File: config.mk
export PLATFORM = sky130hd
export DESIGN_NAME = sleep_power_ctl
export DESIGN_NICKNAME = d
export VERILOG_FILES = /design/src/rtl/slp_pkg.sv /design/src/rtl/slp_wake_src.sv /design/src/rtl/slp_fsm.sv /design/src/rtl/sleep_power_ctl.sv
export SDC_FILE = /design/constraint.sdc
export NUM_CORES = 1
export LEC_CHECK = 0
export ABC_CLOCK_PERIOD_IN_PS = 2200
export BUFFER_PORTS_ARGS = -buffer_cell sky130_fd_sc_hd__buf_2
export CAP_MARGIN = 20
export CORE_UTILIZATION = 42
export DETAILED_ROUTE_END_ITERATION = 7
export GPL_TIMING_DRIVEN = 0
export MAX_ROUTING_LAYER = met4
export PLACE_DENSITY = 0.83
export SLEW_MARGIN = 5
export SYNTH_ARGS = -nofsm -noshare
export SYNTH_HDL_FRONTEND = slang
export SYNTH_HIERARCHICAL = 1
export SYNTH_SLANG_ARGS = --single-unit
File: constraint.sdc
create_clock -name clk -period 2.2 [get_ports clk]
set_clock_uncertainty 0.2 [all_clocks]
set_input_delay 0 -clock clk [delete_from_list [all_inputs] [get_ports clk]]
set_output_delay 0 -clock clk [all_outputs]
set_load 0.01 [all_outputs]
File: src/rtl/slp_pkg.sv
// Shared types and constants of the sleep power controller.
// Assumes an 8-bit event code wide enough for all source offsets.
package slp_pkg;
    localparam int CODE_W = 8;

    typedef enum logic [1:0] {
        ST_RUN   = 2'd0,
        ST_PEND  = 2'd1,
        ST_SLEEP = 2'd2
    } slp_state_e;

    localparam logic [CODE_W-1:0] CODE_NMI  = 8'h10;
    localparam logic [CODE_W-1:0] BASE_EXT  = 8'h20;
    localparam logic [CODE_W-1:0] BASE_ONC  = 8'h40;

    localparam logic [1:0] STAT_RUN   = 2'b00;
    localparam logic [1:0] STAT_SLEEP = 2'b10;
endpackage

File: src/rtl/slp_wake_src.sv
// Wake source encoder: flags any pending interrupt and forms the event
// code of the highest-priority one (NMI, then external, then on-chip,
// lowest index first). Assumes inputs are already synchronous.
module slp_wake_src
    import slp_pkg::*;
#(
    parameter int NUM_EXT = 8,
    parameter int NUM_ONC = 16
) (
    input  logic               nmi,
    input  logic [NUM_EXT-1:0] ext,
    input  logic [NUM_ONC-1:0] onc,
    output logic               any_irq,
    output logic               any_maskable,
    output logic [CODE_W-1:0]  code
);
    // Request summary flags for the state machine.
    always_comb begin
        any_maskable = (|ext) | (|onc);
        any_irq      = nmi | any_maskable;
    end

    // Priority encode: later assignments override earlier ones.
    always_comb begin
        code = '0;
        for (int j = NUM_ONC - 1; j >= 0; j--) begin
            if (onc[j]) code = BASE_ONC + CODE_W'(j);
        end
        for (int i = NUM_EXT - 1; i >= 0; i--) begin
            if (ext[i]) code = BASE_EXT + CODE_W'(i);
        end
        if (nmi) code = CODE_NMI;
    end
endmodule

File: src/rtl/slp_fsm.sv
// Run / pending / sleep state machine with the wake pulse and event code
// register. Assumes sleep_req is a single-cycle pulse and that reset
// causes take precedence over every other input.
module slp_fsm
    import slp_pkg::*;
(
    input  logic              clk,
    input  logic              rst_n,
    input  logic              rst_any,
    input  logic              sleep_req,
    input  logic              busy,
    input  logic              intr_run,
    input  logic              intr_sleep,
    input  logic [CODE_W-1:0] code_in,
    output slp_state_e        state,
    output logic              wake_pulse,
    output logic [CODE_W-1:0] evt_code
);
    slp_state_e state_nx;

    // Next-state selection; an unmasked interrupt always keeps the core running.
    always_comb begin
        state_nx = state;
        unique case (state)
            ST_RUN: begin
                if (sleep_req && !intr_run)
                    state_nx = busy ? ST_PEND : ST_SLEEP;
            end
            ST_PEND: begin
                if (intr_run)   state_nx = ST_RUN;
                else if (!busy) state_nx = ST_SLEEP;
            end
            ST_SLEEP: begin
                if (intr_sleep) state_nx = ST_RUN;
            end
            default: state_nx = ST_RUN;
        endcase
    end

    // State, wake pulse and event code registers with synchronous reset.
    always_ff @(posedge clk) begin
        if (!rst_n || rst_any) begin
            state      <= ST_RUN;
            wake_pulse <= 1'b0;
            evt_code   <= '0;
        end else begin
            state      <= state_nx;
            wake_pulse <= (state == ST_SLEEP) && intr_sleep;
            if ((state == ST_SLEEP) && intr_sleep)
                evt_code <= code_in;
        end
    end
endmodule

File: src/rtl/sleep_power_ctl.sv
// Sleep mode power controller top. Stops the core clock enable in sleep,
// keeps peripheral and external clocks on, drives the status pins and
// reports the waking interrupt. Assumes all inputs are synchronous to clk.
module sleep_power_ctl
    import slp_pkg::*;
#(
    parameter int NUM_EXT = 8,
    parameter int NUM_ONC = 16,
    parameter int NUM_RST = 4
) (
    input  logic               clk,
    input  logic               rst_n,
    input  logic               sleep_req,
    input  logic               periph_busy,
    input  logic               int_block,
    input  logic               nmi_req,
    input  logic [NUM_EXT-1:0] ext_irq,
    input  logic [NUM_ONC-1:0] onchip_irq,
    input  logic [NUM_RST-1:0] rst_cause,
    output logic               cpu_clk_en,
    output logic               per_clk_en,
    output logic               clkout_en,
    output logic [1:0]         pwr_stat,
    output logic               wake_pulse,
    output logic [CODE_W-1:0]  evt_code
);
    logic       any_irq, any_maskable, intr_run;
    logic [CODE_W-1:0] src_code;
    slp_state_e state;

    slp_wake_src #(.NUM_EXT(NUM_EXT), .NUM_ONC(NUM_ONC)) u_src (
        .nmi          (nmi_req),
        .ext          (ext_irq),
        .onc          (onchip_irq),
        .any_irq      (any_irq),
        .any_maskable (any_maskable),
        .code         (src_code)
    );

    // Interrupt that may preempt a sleep request while running.
    always_comb intr_run = nmi_req | (any_maskable & ~int_block);

    slp_fsm u_fsm (
        .clk        (clk),
        .rst_n      (rst_n),
        .rst_any    (|rst_cause),
        .sleep_req  (sleep_req),
        .busy       (periph_busy),
        .intr_run   (intr_run),
        .intr_sleep (any_irq),
        .code_in    (src_code),
        .state      (state),
        .wake_pulse (wake_pulse),
        .evt_code   (evt_code)
    );

    // Output decode from the current power state.
    always_comb begin
        cpu_clk_en = (state != ST_SLEEP);
        per_clk_en = 1'b1;
        clkout_en  = 1'b1;
        pwr_stat   = (state == ST_SLEEP) ? STAT_SLEEP : STAT_RUN;
    end

    assert_stat_sleep_R2: assert property (@(posedge clk) disable iff (!rst_n)
        (pwr_stat == STAT_SLEEP) == !cpu_clk_en);

    assert_no_busy_entry_R4: assert property (@(posedge clk) disable iff (!rst_n)
        (!cpu_clk_en && $past(cpu_clk_en)) |-> !$past(periph_busy));

    assert_pulse_single_R5: assert property (@(posedge clk) disable iff (!rst_n)
        wake_pulse |=> !wake_pulse);

    assert_pulse_after_sleep_R5: assert property (@(posedge clk) disable iff (!rst_n)
        wake_pulse |-> (cpu_clk_en && !$past(cpu_clk_en)));

    assert_sleep_wakes_R6: assert property (@(posedge clk) disable iff (!rst_n)
        (!cpu_clk_en && any_irq && rst_cause == '0) |=> (cpu_clk_en && wake_pulse));

    assert_code_hold_R7: assert property (@(posedge clk) disable iff (!rst_n)
        (!wake_pulse && $past(rst_n) && $past(rst_cause) == '0) |-> $stable(evt_code));

    assert_reset_cause_R8: assert property (@(posedge clk) disable iff (!rst_n)
        (|rst_cause) |=> (cpu_clk_en && !wake_pulse && evt_code == '0));

    assert_nmi_blocks_req_R9: assert property (@(posedge clk) disable iff (!rst_n)
        (cpu_clk_en && nmi_req && rst_cause == '0) |=> cpu_clk_en);
endmodule

==> Word-level counts from Yosys, hierarchy flattened <==
Cells that the tools add are included.
{ "word_totals": {"input_bits": 34, "reg_bits": 11} }
{ "classes": {"n_bitwise": 5, "mux": 32, "n_reduce_logical": 10, "n_eq_ne": 6} }
{ "ops": {"columns": ["cell", "count"], "rows": [
  ["$mux 7", 25],
  ["$reduce_or 16->1", 1],
  ["$mux 2", 6],
  ["$reduce_or 8->1", 1],
  ["$pmux 2 s3", 1],
  ["$ne 2x1->1 const B", 2],
  ["$reduce_or 4->1", 1],
  ["$ne 3x2->1 const B", 1],
  ["$or 1x1->1", 3],
  ["$reduce_and 3->1", 1],
  ["$eq 2x1->1 const B", 1],
  ["$eq 2x2->1 const B", 1],
  ["$logic_and 1x1->1", 2],
  ["$logic_not 1->1", 2],
  ["$logic_not 2->1", 1],
  ["$ne 2x2->1 const B", 1],
  ["$and 1x1->1", 1],
  ["$logic_or 1x1->1", 1],
  ["$not 1->1", 1]
]} }

==> Depth between registers and ports, before layout <==
Gate-level depths: netlist (run 1).
{ "depth": {"word_depth": 25, "mapped_depth": 7} }

==> By module <==
The synthesis (run 1) kept the hierarchy.
{ "modules_own_cells": {"columns": ["module", "n_inst", "cells_each", "seq_area_each_um2", "area_each_um2"], "rows": [
  ["slp_fsm", 1, 47, 220.2, 394.1],
  ["slp_wake_src", 1, 56, 0.0, 344.1],
  ["sleep_power_ctl", 1, 10, 0.0, 58.8]
]} }

==> Worst setup path after synthesis (run 1) <==
No wires, ideal clock.
{ "synth_path": {"path_type": "input-to-reg", "startpoint": "input port onchip_irq[11]", "endpoint": "register u_fsm.state[1]", "setup_time_ns": 0.070, "arrival_ns": 1.651, "setup_slack_ns": 0.279, "path_stages": 7, "path_buffers": 0, "t_required_ns": 1.930, "cell_sequence": "or4_4 nand2b_4 nor2_1 nand4_1 a21o_1 or4_1 a21oi_1"} }
{ "synth_between": {"elab_chain_cells": 8} }
{ "synth_lines": {"columns": ["item", "line_no", "text"], "rows": [
  ["start: declaration", "sleep_power_ctl.sv:18", "input logic [NUM_ONC-1:0] onchip_irq,"],
  ["$reduce_or 16->1 (*)", "slp_wake_src.sv:19", "any_maskable = (|ext) | (|onc);"],
  ["$or 1x1->1 (*)", "slp_wake_src.sv:19", null],
  ["named net any_maskable", "sleep_power_ctl.sv:27", "logic any_irq, any_maskable, intr_run;"],
  ["$and 1x1->1 (*)", "sleep_power_ctl.sv:41", "always_comb intr_run = nmi_req | (any_maskable & ~int_block);"],
  ["$or 1x1->1 (*)", "sleep_power_ctl.sv:41", null],
  ["named net intr_run", "sleep_power_ctl.sv:27", null],
  ["$logic_not 1->1", "slp_fsm.sv:26", "if (sleep_req && !intr_run)"],
  ["$logic_and 1x1->1", "slp_fsm.sv:26", null],
  ["$ne 2x1->1 (no source line)", null, null],
  ["$reduce_and 3->1 (no source line)", null, null],
  ["end signal: assignment", "slp_fsm.sv:47", "state <= state_nx;"],
  ["end: declaration", "slp_fsm.sv:15", "output slp_state_e state,"]
]} }
The timed path passes the listed nets; every way through them passes the cells marked *.
A chain may end at the register's enable or synchronous reset.

==> Worst setup path after layout (run 1) <==
{ "layout_path": {"startpoint": "input port ext_irq[1]", "endpoint": "register u_fsm.evt_code[6]"} }
{ "layout_between": {"elab_chain_cells": 4} }
{ "layout_lines": {"columns": ["item", "line_no", "text"], "rows": [
  ["start: declaration", "sleep_power_ctl.sv:17", "input logic [NUM_EXT-1:0] ext_irq,"],
  ["$reduce_or 8->1", "slp_wake_src.sv:19", null],
  ["$or 1x1->1", "slp_wake_src.sv:19", null],
  ["$or 1x1->1", "slp_wake_src.sv:20", "any_irq = nmi | any_maskable;"],
  ["named net any_irq", "sleep_power_ctl.sv:27", null],
  ["$logic_and 1x1->1", "slp_fsm.sv:49", "if ((state == ST_SLEEP) && intr_sleep)"],
  ["end signal: assignment", "slp_fsm.sv:50", "evt_code <= code_in;"],
  ["end: declaration", "slp_fsm.sv:17", "output logic [CODE_W-1:0] evt_code"]
]} }
The timed path passes the listed nets, and every way through them passes these cells.

==> results of run 1 <==
==> how the worst max path moves through the flow <==
| stage | startpoint | endpoint | slack, ns | depth (start not counted) |
|---|---|---|---|---|
| 2_1_floorplan | onchip_irq[11] | u_fsm/state[1]$_SDFFE_PP0P_ | 0.28 | 7 |
| 3_3_place_gp | onchip_irq[11] | u_fsm/state[1]$_SDFFE_PP0P_ | 0.08 | 8 |
| 3_5_place_dp | onchip_irq[11] | u_fsm/state[1]$_SDFFE_PP0P_ | 0.06 | 8 |
| 4_1_cts | onchip_irq[11] | u_fsm/state[0]$_SDFFE_PP0P_ | 0.06 | 9 |
| 5_1_grt | ext_irq[1] | u_fsm/evt_code[6]$_SDFFE_PP0P_ | 0.06 | 9 |
| 6_report | ext_irq[1] | u_fsm/evt_code[6]$_SDFFE_PP0P_ | 0.16 | 9 |
==> through the flow <==
| stage | utilization (%) | instances |
|---|---|---|
| after detailed placement | 60.3 | 183 |
| after global placement | 60.3 | 183 |
| after CTS | 69.2 | 200 |
| final | 71.6 | 202 |
| after global routing | 71.6 | 202 |
| after floorplan | - | 114 |
==> metal layers <==
metal | vias to the layer above | track usage [%]
met5 | - | -
met3 | 12 | 5.16
met2 | 42 | 44.0
met4 | 0 | 9.70
li1 | 526 | -
met1 | 441 | 23.1
==> state kept, by name, summed over array words and instances (netlist names) <==
name	count
u_fsm/evt_code	8
u_fsm/state	2
u_fsm/wake_pulse	1
==> power by group through the flow <==
stage	Combinational, mW	Clock (mW)	Sequential, mW
5_1_grt	0.114	0.151	0.199
3_5_place_dp	0.0845	0	0.204
3_3_place_gp	0.0818	0	0.204
4_1_cts	0.0979	0.140	0.199
2_1_floorplan	0.0357	0	0.204
6_report	0.104	0.135	0.199
==> worst max-delay path, cell delays in order <==
cell and delay (ns):
dlygate4sd3_1 0.53, buf_2 0.14, nor3_2 0.25, nand3_2 0.14
or3_4 0.45, and3b_1 0.17, buf_2 0.16, nand2_1 0.08
a21oi_1 0.06
==> area by class of cell <==
cell class	instances	area, sq um
Timing Repair Buffer	58	360
Buffer	7	46.3
Fill cell	153	495
Tap cell	25	31.3
Multi-Input combinational cell	92	547
Clock buffer	4	26.3
Inverter	5	18.8
Sequential cell	11	220
==> kinds of logic (layout without fill, tap and decap cells) <==
logic type | Yosys count | count (layout) | synth area share (%)
buffers and inverters | 12 | 74 | 8.16
other | 3 | 4 | 1.41
AND/OR/NAND/NOR | 61 | 62 | 42.1
flip-flops | 11 | 11 | 27.6
AO/OA/AOI/OAI | 26 | 26 | 20.7
==> timing repair <==
action,in CTS,in global routing
hold buffers,13,2
endpoints found under the hold margin,7,1
gates resized for setup,0,5
setup endpoints to repair,0,10
==> placed cells by master, fill, tap and decap left out, drive strengths merged <==
cell type,synthesis,layout
nor3,2,2
nand3,1,1
nor4bb,1,1
or3,2,2
a21o,2,2
nor2b,3,3
nand4,1,1
nand3b,1,2
a221oi,2,2
or4,3,3
nand2b,3,3
inv,5,5
o41ai,1,1
nand2,19,19
o311ai,2,2
o21ai,5,5
o21bai,1,1
a21oi,9,9
dfxtp,11,11
nor4,5,5
clkbuf,1,5
a41oi,1,1
conb,3,4
nor2,17,17
a31oi,2,2
or3b,1,1
o211ai,1,1
and3b,1,1
dlygate4sd3,0,14
buf,6,50
nor3b,1,1
==> results summary, run 1 <==
The flow ran to the end, and the final reports show no timing, DRC or antenna violations. TritonCTS built the clock tree. Of the total power, the share spent switching nets is 25.8%. The worst setup path is launched from an input port.

In this run the cell area of the synthesized design comes to 797 sq um. The count of H-tree levels built during CTS is 1. The iteration-0 DRC count of the detailed router came out at 21. The post-detailed-route count of antenna-violating nets came out at 0.

The total placed instance area is 0.00105 sq mm. The post-route netlist has 35.0% of its cells at a drive strength greater than 1. The clock passes through at most 2 buffers. In the synthesized netlist the dominant register cell turns out to be dfxtp_1. The total overflow reported by the global router came out at 0. The count of endpoints failing setup in the final report is 0. The portion of the post-synthesis area used by sequential elements is 27.6%. By area the synthesized netlist is led by dfxtp_1 (28%), nand2_1 (8.9%), nor2_1 (8.0%).

During synthesis, Yosys emitted a total of 6 warnings. dfxtp_1 takes more of the synthesized area than any other cell. The final hold slack came out at 0.000801 ns. After the last flow step, the layout net total stands at 212. The pin count of the biggest net entering global routing is 11.

In the synthesized netlist the async set-or-reset flop fraction comes to 0%. The critical path is of the in -> reg type. Clock tree synthesis inserted a total of 3 buffers. The number of synthesized flops with an enable pin is 0. The top layer used by detailed routing is met4.

The hold-critical path depth is 5. Setup repair after global routing left no endpoint under its margin. Counting flops and latches in the post-synthesis netlist gives 11. Combinational logic burns 23.7% of the power. In the final routed layout, each cell accounts on average for 10.9 microns. The final critical-path share of the clock period came out at 92.7%. In this run the critical register-to-register path is captured at u_fsm/state[1]$_SDFFE_PP0P_. The arrival time of data at the critical path endpoint is 1.98 ns.

The leakage power came out at 0.531 nW. The vertical die dimension is 45.6 microns. The worst IR drop on VDD is 339 uV.

The clock power share is 30.8%. The internal power summed over all cells is 0.325 mW. After layout, the design draws a total of 0.437 mW. The area inside the core boundary came out at 0.00175 sq mm.

The vias per cell is 5.05. The finished cells cover 0.00125 sq mm. For hold timing, the worst endpoint is u_fsm/evt_code[1]$_SDFFE_PP0P_.

Sequential cells burn 45.5% of the power. The min-delay analysis places its worst path in the category in -> reg. The launch instance of the worst register-to-register path is u_fsm/state[1]$_SDFFE_PP0P_. The slew at the pin closest to its max-slew limit is 0.519 ns. The kind of end point of the critical path is a flip-flop. The fraction of synthesized cell area taken by the top area cell type is 27.6%. Wire segments on met3 add up to 112 microns in the final route. The tool flagged a number of max-cap violations equal to 0. The number of global-route vias before repair is 923. The clock reaches the later pin of the worst-skew pair after 0.26 ns. The analysis attributes to net switching a power of 0.113 mW. The I/O pin total came out at 48.

The buffer type at the clock tree root is clkbuf_4. In the synthesized netlist, the cells that appear most often are nand2_1 (19), nor2_1 (17), dfxtp_1 (11). The total half-perimeter wirelength after legalization and detailed placement came out at 1550 microns.

Yosys instantiated no cell more often than nand2_1. The die footprint came out at 0.00208 sq mm. Global routing used 23.6% of the available tracks across all layers. The first global-routing pass estimated 3460 microns of wire. The detailed-route via count is 1021.

The number of search-and-repair iterations in the first detailed-routing pass is 4. The number of remaining DRC errors came out at 0. The register-to-register setup slack is 0.87 ns. The worst-case setup margin in the final layout is 0.161 ns. The routed length on met1 came out at 889 microns. The number of max-slew violations in the final report is 0.

Wires add up to 2200 microns. Clock-pin slew was measured on the worst setup and hold paths at 0.06 ns. Detailed routing placed a total of 1120 microns of wire on met2.

OpenSTA, run right after detailed placement, puts the worst setup slack at 0.0577 ns. The mean cell area of the mapped netlist came out at 7.05 sq um. The die outline width is 45.6 microns. The distinct cell type count after synthesis came out at 36. The final critical delay including setup and external delays is 2.04 ns. For the worst setup path, the data required time is 2.14 ns.

The largest fanout on the critical path is 8. The number of cells traversed by the worst register-to-register path came out at 2. The worst relative slew slack is 65.1%. The total count of hold-check failures in the final report is 0. The synthesized instance count came out at 113. Routability-driven placement finished with a final weighted congestion of 0.815. The critical hold path startpoint is onchip_irq[2].

Summed over all failing endpoints, the final setup total negative slack is 0 ns. The initial utilization of the core area, before any placement, comes to 45.7%. The area added between synthesis and finish came out at 56.8%. The number of sinks on the clock net is 11.

The number of diodes came out at 0. The count of buffers inserted at the top-level ports came out at 44. The highest clock frequency the design can meet is 0.490 GHz. Buffers added to address setup during post-CTS repair amount to 0. The row count came out at 15. The number of antenna violations at the first check in global routing is 0. Power spread over the standard cell area amounts to 350 mW/mm^2.
Note: power is estimated with default switching activity, not from simulation.
==> inputs of run 2 (changes only) <==
--- a/config.mk
+++ b/config.mk
@@ -11,7 +11,6 @@
 export CORE_UTILIZATION = 42
 export DETAILED_ROUTE_END_ITERATION = 7
 export GPL_TIMING_DRIVEN = 0
-export MAX_ROUTING_LAYER = met4
 export PLACE_DENSITY = 0.83
 export SLEW_MARGIN = 5
 export SYNTH_ARGS = -nofsm -noshare
==> results summary, run 2 (synthesis gave the netlist of run 1 again) <==
The iteration-0 DRC count of the detailed router came to 18 (was 21). The switching share of total power came out at 25.8% (about the same). The classification of the worst setup path is in -> reg (unchanged). The largest fanout on the critical path came out at 8 (unchanged). The number of diodes came out at 0 (unchanged). The register ranked first by flip-flop count is u_fsm/evt_code (unchanged). The count of buffers inserted at the top-level ports came out at 44 (unchanged).

The post-route total power is 0.438 mW (was 0.437 mW). The I/O pin total came out at 48 (unchanged). The area added between synthesis and finish is 57.8% (was 56.8%). Most frequent cells in the layout: buf_2 (45), nand2_1 (19), nor2_1 (16) (unchanged).

The final hold slack came out at -0.000138 ns (was 0.000801 ns). The final reports fail on hold timing. The type of origin of the critical path is an input port (unchanged).

The arrival time of data at the critical path endpoint came to 1.98 ns (about the same). The wire length per cell is 11.0 microns (was 10.9 microns). Outcome: complete, but fails checks (was finished clean).

The starting utilization of the core area is 45.7% (unchanged). The pin count of the biggest net entering global routing was 11 (unchanged). The insertion delay of the later-clocked pin in the worst-skew pair is 0.26 ns (about the same). The share of total power in sequential cells is 45.5% (about the same). The highest clock frequency the design can meet is 0.488 GHz (was 0.490 GHz). The number of antenna violations at the first check in global routing is 0 (unchanged). The die footprint is 0.00208 sq mm (unchanged). The ratio of cells with drive above 1 in the final layout is 35.4% (was 35.0%). The vertical die dimension was 45.6 microns (unchanged). The cell total after placement is 183 (unchanged). Largest registers: u_fsm/evt_code (8), u_fsm/state (2), u_fsm/wake_pulse (1) (unchanged). The data required time at the worst endpoint came out at 2.14 ns (about the same). Setup repair after global routing missed its margin: false (unchanged). The net total in the final layout came to 213 (was 212).

The slew at the pin closest to its max-slew limit was 0.524 ns (was 0.519 ns). The area inside the core boundary was 0.00175 sq mm (unchanged). The leakage power is 0.535 nW (was 0.531 nW). The CTS tree was done (unchanged). The combined global-route utilization of all metal layers came to 22.9% (was 23.6%). The sum of negative setup slack came to 0 ns (unchanged). The die outline width came out at 45.6 microns (unchanged). The number of global-route vias before repair came to 923 (unchanged).

The worst relative slew slack is 64.8% (was 65.1%). The final critical delay including setup and external delays came out at 2.05 ns (was 2.04 ns). The number of remaining DRC errors came out at 0 (unchanged). The total half-perimeter wirelength after legalization and detailed placement is 1550 microns (unchanged). The count of H-tree levels built during CTS is 1 (unchanged). The deepest clock path buffer count is 2 (unchanged).

The number of flip-flops in the largest register came out at 8 (unchanged). The internal power summed over all cells came out at 0.325 mW (about the same). The total of fill cells in the finished design is 148 (was 153). The power density normalized to cell area came to 348 mW/mm^2 (was 350 mW/mm^2). The worst hold-check path type is in -> reg (unchanged). The switching power is 0.113 mW (about the same). The power share of the combinational group is 23.7% (about the same). The total overflow reported by the global router came out at 0 (unchanged).

The global placer's final weighted congestion is 0.804 (was 0.815). The count of endpoints failing setup in the final report is 0 (unchanged). The number of max-slew violations in the final report is 0 (unchanged). The final critical-path share of the clock period is 93.1% (was 92.7%). The wire length of the first global-routing pass is 3460 microns (unchanged).

The post-detailed-route count of antenna-violating nets came out at 0 (unchanged). The kind of end point of the critical path is a flip-flop (unchanged). The final non-filler cell total was 203 (was 202). The number of sinks on the clock net is 11 (unchanged). The total count of hold-check failures in the final report came to 1 (was 0). The total detailed-routing wirelength came out at 2230 microns (was 2200 microns).

The CTS buffer count is 3 (unchanged). The buffer type at the clock tree root is clkbuf_4 (unchanged). The row count came out at 15 (unchanged). The count of maximum capacitance violations came to 0 (unchanged).

The number of search-and-repair iterations in the first detailed-routing pass is 4 (unchanged). The clock power share came out at 30.8% (about the same). The worst IR drop on VDD came out at 345 uV (was 339 uV). The vias per cell is 5.16 (was 5.05).

The most common library cell in the layout ignoring fill and taps was buf_2 (unchanged). The clock-pin slew on the worst setup and hold paths came out at 0.06 ns (about the same). The detailed-route via count is 1048 (was 1021).
run 2: changes by cell type in the layout (fill, tap and decap cells not counted), sizes merged:
cell  before  now
buf       50   51
run 2: path summary, 6_finish.rpt:
path / to / cells past startpoint / start / slack, ns
max: u_fsm/evt_code[6]$_SDFFE_PP0P_ / 9 / ext_irq[1] / 0.15
min: u_fsm/evt_code[1]$_SDFFE_PP0P_ / 5 / onchip_irq[2] / -0.0001
max reg2reg: u_fsm/state[1]$_SDFFE_PP0P_ / 2 / u_fsm/state[1]$_SDFFE_PP0P_ / 0.86
min reg2reg: u_fsm/evt_code[5]$_SDFFE_PP0P_ / 2 / u_fsm/evt_code[5]$_SDFFE_PP0P_ / 0.26
run 2: critical path, stage by stage:
cell and delay (ns):
dlygate4sd3_1 0.53, buf_2 0.14, nor3_2 0.25, nand3_2 0.14, or3_4 0.45, and3b_1 0.17
buf_2 0.16, nand2_1 0.08, a21oi_1 0.06
run 2: layer usage:
layer / vias up / GRT usage [%] / wire length [microns]
met1: 461 / 23.1 / 884
met3: 8 / 5.16 / 131
li1: 529 / - / -
met5: - / 0 / 0
met4: 0 / 9.70 / 68
met2: 50 / 44.0 / 1140
run 2: final cells by class:
| class | count | area [sq um] | area share, % |
|---|---|---|---|
| multi-input cells | 92 | 547 | 43.5 |
| repair buffers | 59 | 368 | 29.3 |
| flip-flops and latches | 11 | 220 | 17.5 |
| plain buffers | 7 | 46.3 | 3.68 |
| well taps | 25 | 31.3 | 2.49 |
| clock buffers | 4 | 26.3 | 2.09 |
| inverters | 5 | 18.8 | 1.49 |
run 2: what timing repair did:
action | 4_1_cts | 5_1_grt
resized for setup | 0 | 5
setup buffers | 0 | 1
hold buffers | 13 | 2
endpoints found under the setup margin | 0 | 10
endpoints found under the hold margin | 7 | 1
run 2: power groups by stage:
stage | registers (mW) | logic (mW) | clock network (mW)
floorplan | 0.204 | 0.0357 | 0
global placement | 0.204 | 0.0818 | 0
detailed placement | 0.204 | 0.0845 | 0
CTS | 0.199 | 0.0979 | 0.140
global route | 0.199 | 0.114 | 0.152
finish | 0.199 | 0.104 | 0.135
run 2: per-stage QoR:
step / utilization [%] / setup slack (ns) / cell area (sq um)
after floorplan: - / 0.279 / 801
after global placement: 60.3 / 0.0789 / 1050
after detailed placement: 60.3 / 0.0577 / 1050
after CTS: 69.2 / 0.0594 / 1210
after global routing: 72.0 / 0.0675 / 1260
final: 72.0 / 0.152 / 1260
==> inputs of run 3 (changes only) <==
--- a/config.mk
+++ b/config.mk
@@ -8,6 +8,7 @@
 export ABC_CLOCK_PERIOD_IN_PS = 2200
 export BUFFER_PORTS_ARGS = -buffer_cell sky130_fd_sc_hd__buf_2
 export CAP_MARGIN = 20
+export CORE_ASPECT_RATIO = 1.25
 export CORE_UTILIZATION = 42
 export DETAILED_ROUTE_END_ITERATION = 7
 export GPL_TIMING_DRIVEN = 0
==> results summary, run 3 (synthesis gave the netlist of run 1 again) <==
Outcome: finished clean (was complete, but fails checks). The total detailed-routing wirelength is 2390 microns (was 2230 microns). Most frequent cells in the layout: buf_2 (45), dlygate4sd3_1 (19), nand2_1 (19) (was buf_2 (45), nand2_1 (19), nor2_1 (16)). The vertical die dimension is 50.7 microns (was 45.6 microns). The number of flip-flops in the largest register came to 8 (unchanged). The total placed instance area was 0.00104 sq mm (was 0.00105 sq mm). The starting utilization of the core area is 45.1% (was 45.7%). The total overflow reported by the global router came out at 0 (unchanged).

The row count came out at 17 (was 15). The clock-pin slew on the worst setup and hold paths is 0.06 ns (about the same). The iteration-0 DRC count of the detailed router came to 25 (was 18).

The number of search-and-repair iterations in the first detailed-routing pass came out at 4 (unchanged). The number of remaining DRC errors is 0 (unchanged). Setup repair after global routing missed its margin: false (unchanged). The highest clock frequency the design can meet was 0.482 GHz (was 0.488 GHz). The most common library cell in the layout ignoring fill and taps is buf_2 (unchanged). The net total in the final layout came to 216 (was 213). The number of max-slew violations in the final report came out at 0 (unchanged).

The I/O pin total came out at 48 (unchanged). The number of diodes came out at 0 (unchanged). The detailed-route via count was 1066 (was 1048). The die outline width is 41.0 microns (was 45.6 microns). The number of global-route vias before repair is 905 (was 923). The final critical-path share of the clock period is 94.4% (was 93.1%).

The number of sinks on the clock net was 11 (unchanged). The sum of negative setup slack came out at 0 ns (unchanged). The insertion delay of the later-clocked pin in the worst-skew pair is 0.27 ns (was 0.26 ns). The kind of end point of the critical path was a flip-flop (unchanged). The register ranked first by flip-flop count is u_fsm/evt_code (unchanged). The pin count of the biggest net entering global routing came to 11 (unchanged). The final standard cell utilization of the core came out at 72.9% (was 72.0%). The CTS tree is done (unchanged). The largest fanout on the critical path was 4 (was 8).

The total half-perimeter wirelength after legalization and detailed placement came out at 1550 microns (about the same). The CTS buffer count is 3 (unchanged). The post-detailed-route count of antenna-violating nets came to 0 (unchanged).

The final critical delay including setup and external delays came to 2.08 ns (was 2.05 ns). The count of buffers inserted at the top-level ports is 44 (unchanged). Largest registers: u_fsm/evt_code (8), u_fsm/state (2), u_fsm/wake_pulse (1) (unchanged).

The worst IR drop on VDD is 161 uV (was 345 uV). The count of H-tree levels built during CTS came out at 1 (unchanged). The count of endpoints failing setup in the final report is 0 (unchanged).

The count of maximum capacitance violations came out at 0 (unchanged). The wire length per cell came out at 11.9 microns (was 11.0 microns). The global placer's final weighted congestion is 0.849 (was 0.804). The buffer type at the clock tree root is clkbuf_4 (unchanged). The type of origin of the critical path is an input port (unchanged). The combined global-route utilization of all metal layers is 25.0% (was 22.9%). The cell total after placement is 177 (was 183).

The data required time at the worst endpoint is 2.21 ns (was 2.14 ns). The worst-case setup margin in the final layout was 0.123 ns (was 0.152 ns). The final non-filler cell total is 200 (was 203). The ratio of cells with drive above 1 in the final layout was 33.7% (was 35.4%). The setup slack after placement is 0.0551 ns (was 0.0577 ns). The power density normalized to cell area came to 349 mW/mm^2 (was 348 mW/mm^2). The classification of the worst setup path is in -> reg (unchanged). The wire length of the first global-routing pass is 3660 microns (was 3460 microns). The area inside the core boundary came out at 0.00177 sq mm (was 0.00175 sq mm).

The leakage power came out at 0.544 nW (was 0.535 nW). The die footprint is 0.00208 sq mm (about the same). The total count of hold-check failures in the final report came to 0 (was 1). The area added between synthesis and finish came out at 61.4% (was 57.8%). The total non-filler cell area in the finished layout is 0.00129 sq mm (was 0.00126 sq mm).

The register-to-register setup slack is 0.86 ns (about the same). The vias per cell came out at 5.33 (was 5.16). The number of antenna violations at the first check in global routing came out at 0 (unchanged).

The arrival time of data at the critical path endpoint came to 2.09 ns (was 1.98 ns). The deepest clock path buffer count came to 2 (unchanged). The worst hold-check path type is in -> reg (unchanged).
-- run 3: cell count changes in the layout (fill, tap and decap cells not counted), sizes merged --
cell | before | now
buf | 51 | 50
dlygate4sd3 | 14 | 19
nand3b | 2 | 1
-- run 3: routing by layer --
layer | track usage, % | vias up | share of wire (%)
met5 | 0 | - | 0
met3 | 2.65 | 7 | 5.3
met4 | 10.0 | 0 | 2.8
li1 | - | 532 | -
met1 | 30.4 | 476 | 41
met2 | 41.7 | 51 | 51
-- run 3: worst max-delay path, cell delays in order --
cell and delay (ns):
dlygate4sd3_1 0.53, buf_2 0.16, nor3_4 0.21, o311ai_0 0.18
dlygate4sd3_1 0.60, a41oi_1 0.21, nand2_1 0.08, a21oi_1 0.11
-- run 3: stage by stage --
stage	total power [mW]	hold WS, ns
after CTS	0.448	0.00251
after floorplan	0.239	-0.0442
after global routing	0.471	0.0334
final	0.449	0.0264
after detailed placement	0.289	0.0801
after global placement	0.286	0.0689
-- run 3: report_power, final --
part | switching (mW) | internal (mW)
Combinational | 0.0521 | 0.0600
Sequential | 0.0000914 | 0.199
Clock | 0.0672 | 0.0704
-- run 3: final cells by class --
class,count,area (sq um)
sequential,11,220
tap,19,23.8
multi-input combinational,91,541
timing repair buffer,63,410
buffer,7,46.3
fill,146,479
clock buffer,4,26.3
inverter,5,18.8
-- run 3: what timing repair did --
item                                   4_1_cts  5_1_grt
hold buffers                                18        2
setup endpoints to repair                    0       10
buffers inserted                             0        0
endpoints found under the hold margin        9        1
resized for setup                            0        5
-- run 3: worst paths after layout --
path / startpoint / to / cells past startpoint
worst max-delay path: ext_irq[0] / u_fsm/evt_code[1]$_SDFFE_PP0P_ / 8
worst min-delay path: onchip_irq[6] / u_fsm/evt_code[0]$_SDFFE_PP0P_ / 6
worst max register to register: u_fsm/state[0]$_SDFFE_PP0P_ / u_fsm/state[1]$_SDFFE_PP0P_ / 3
worst min register to register: u_fsm/evt_code[5]$_SDFFE_PP0P_ / u_fsm/evt_code[5]$_SDFFE_PP0P_ / 2
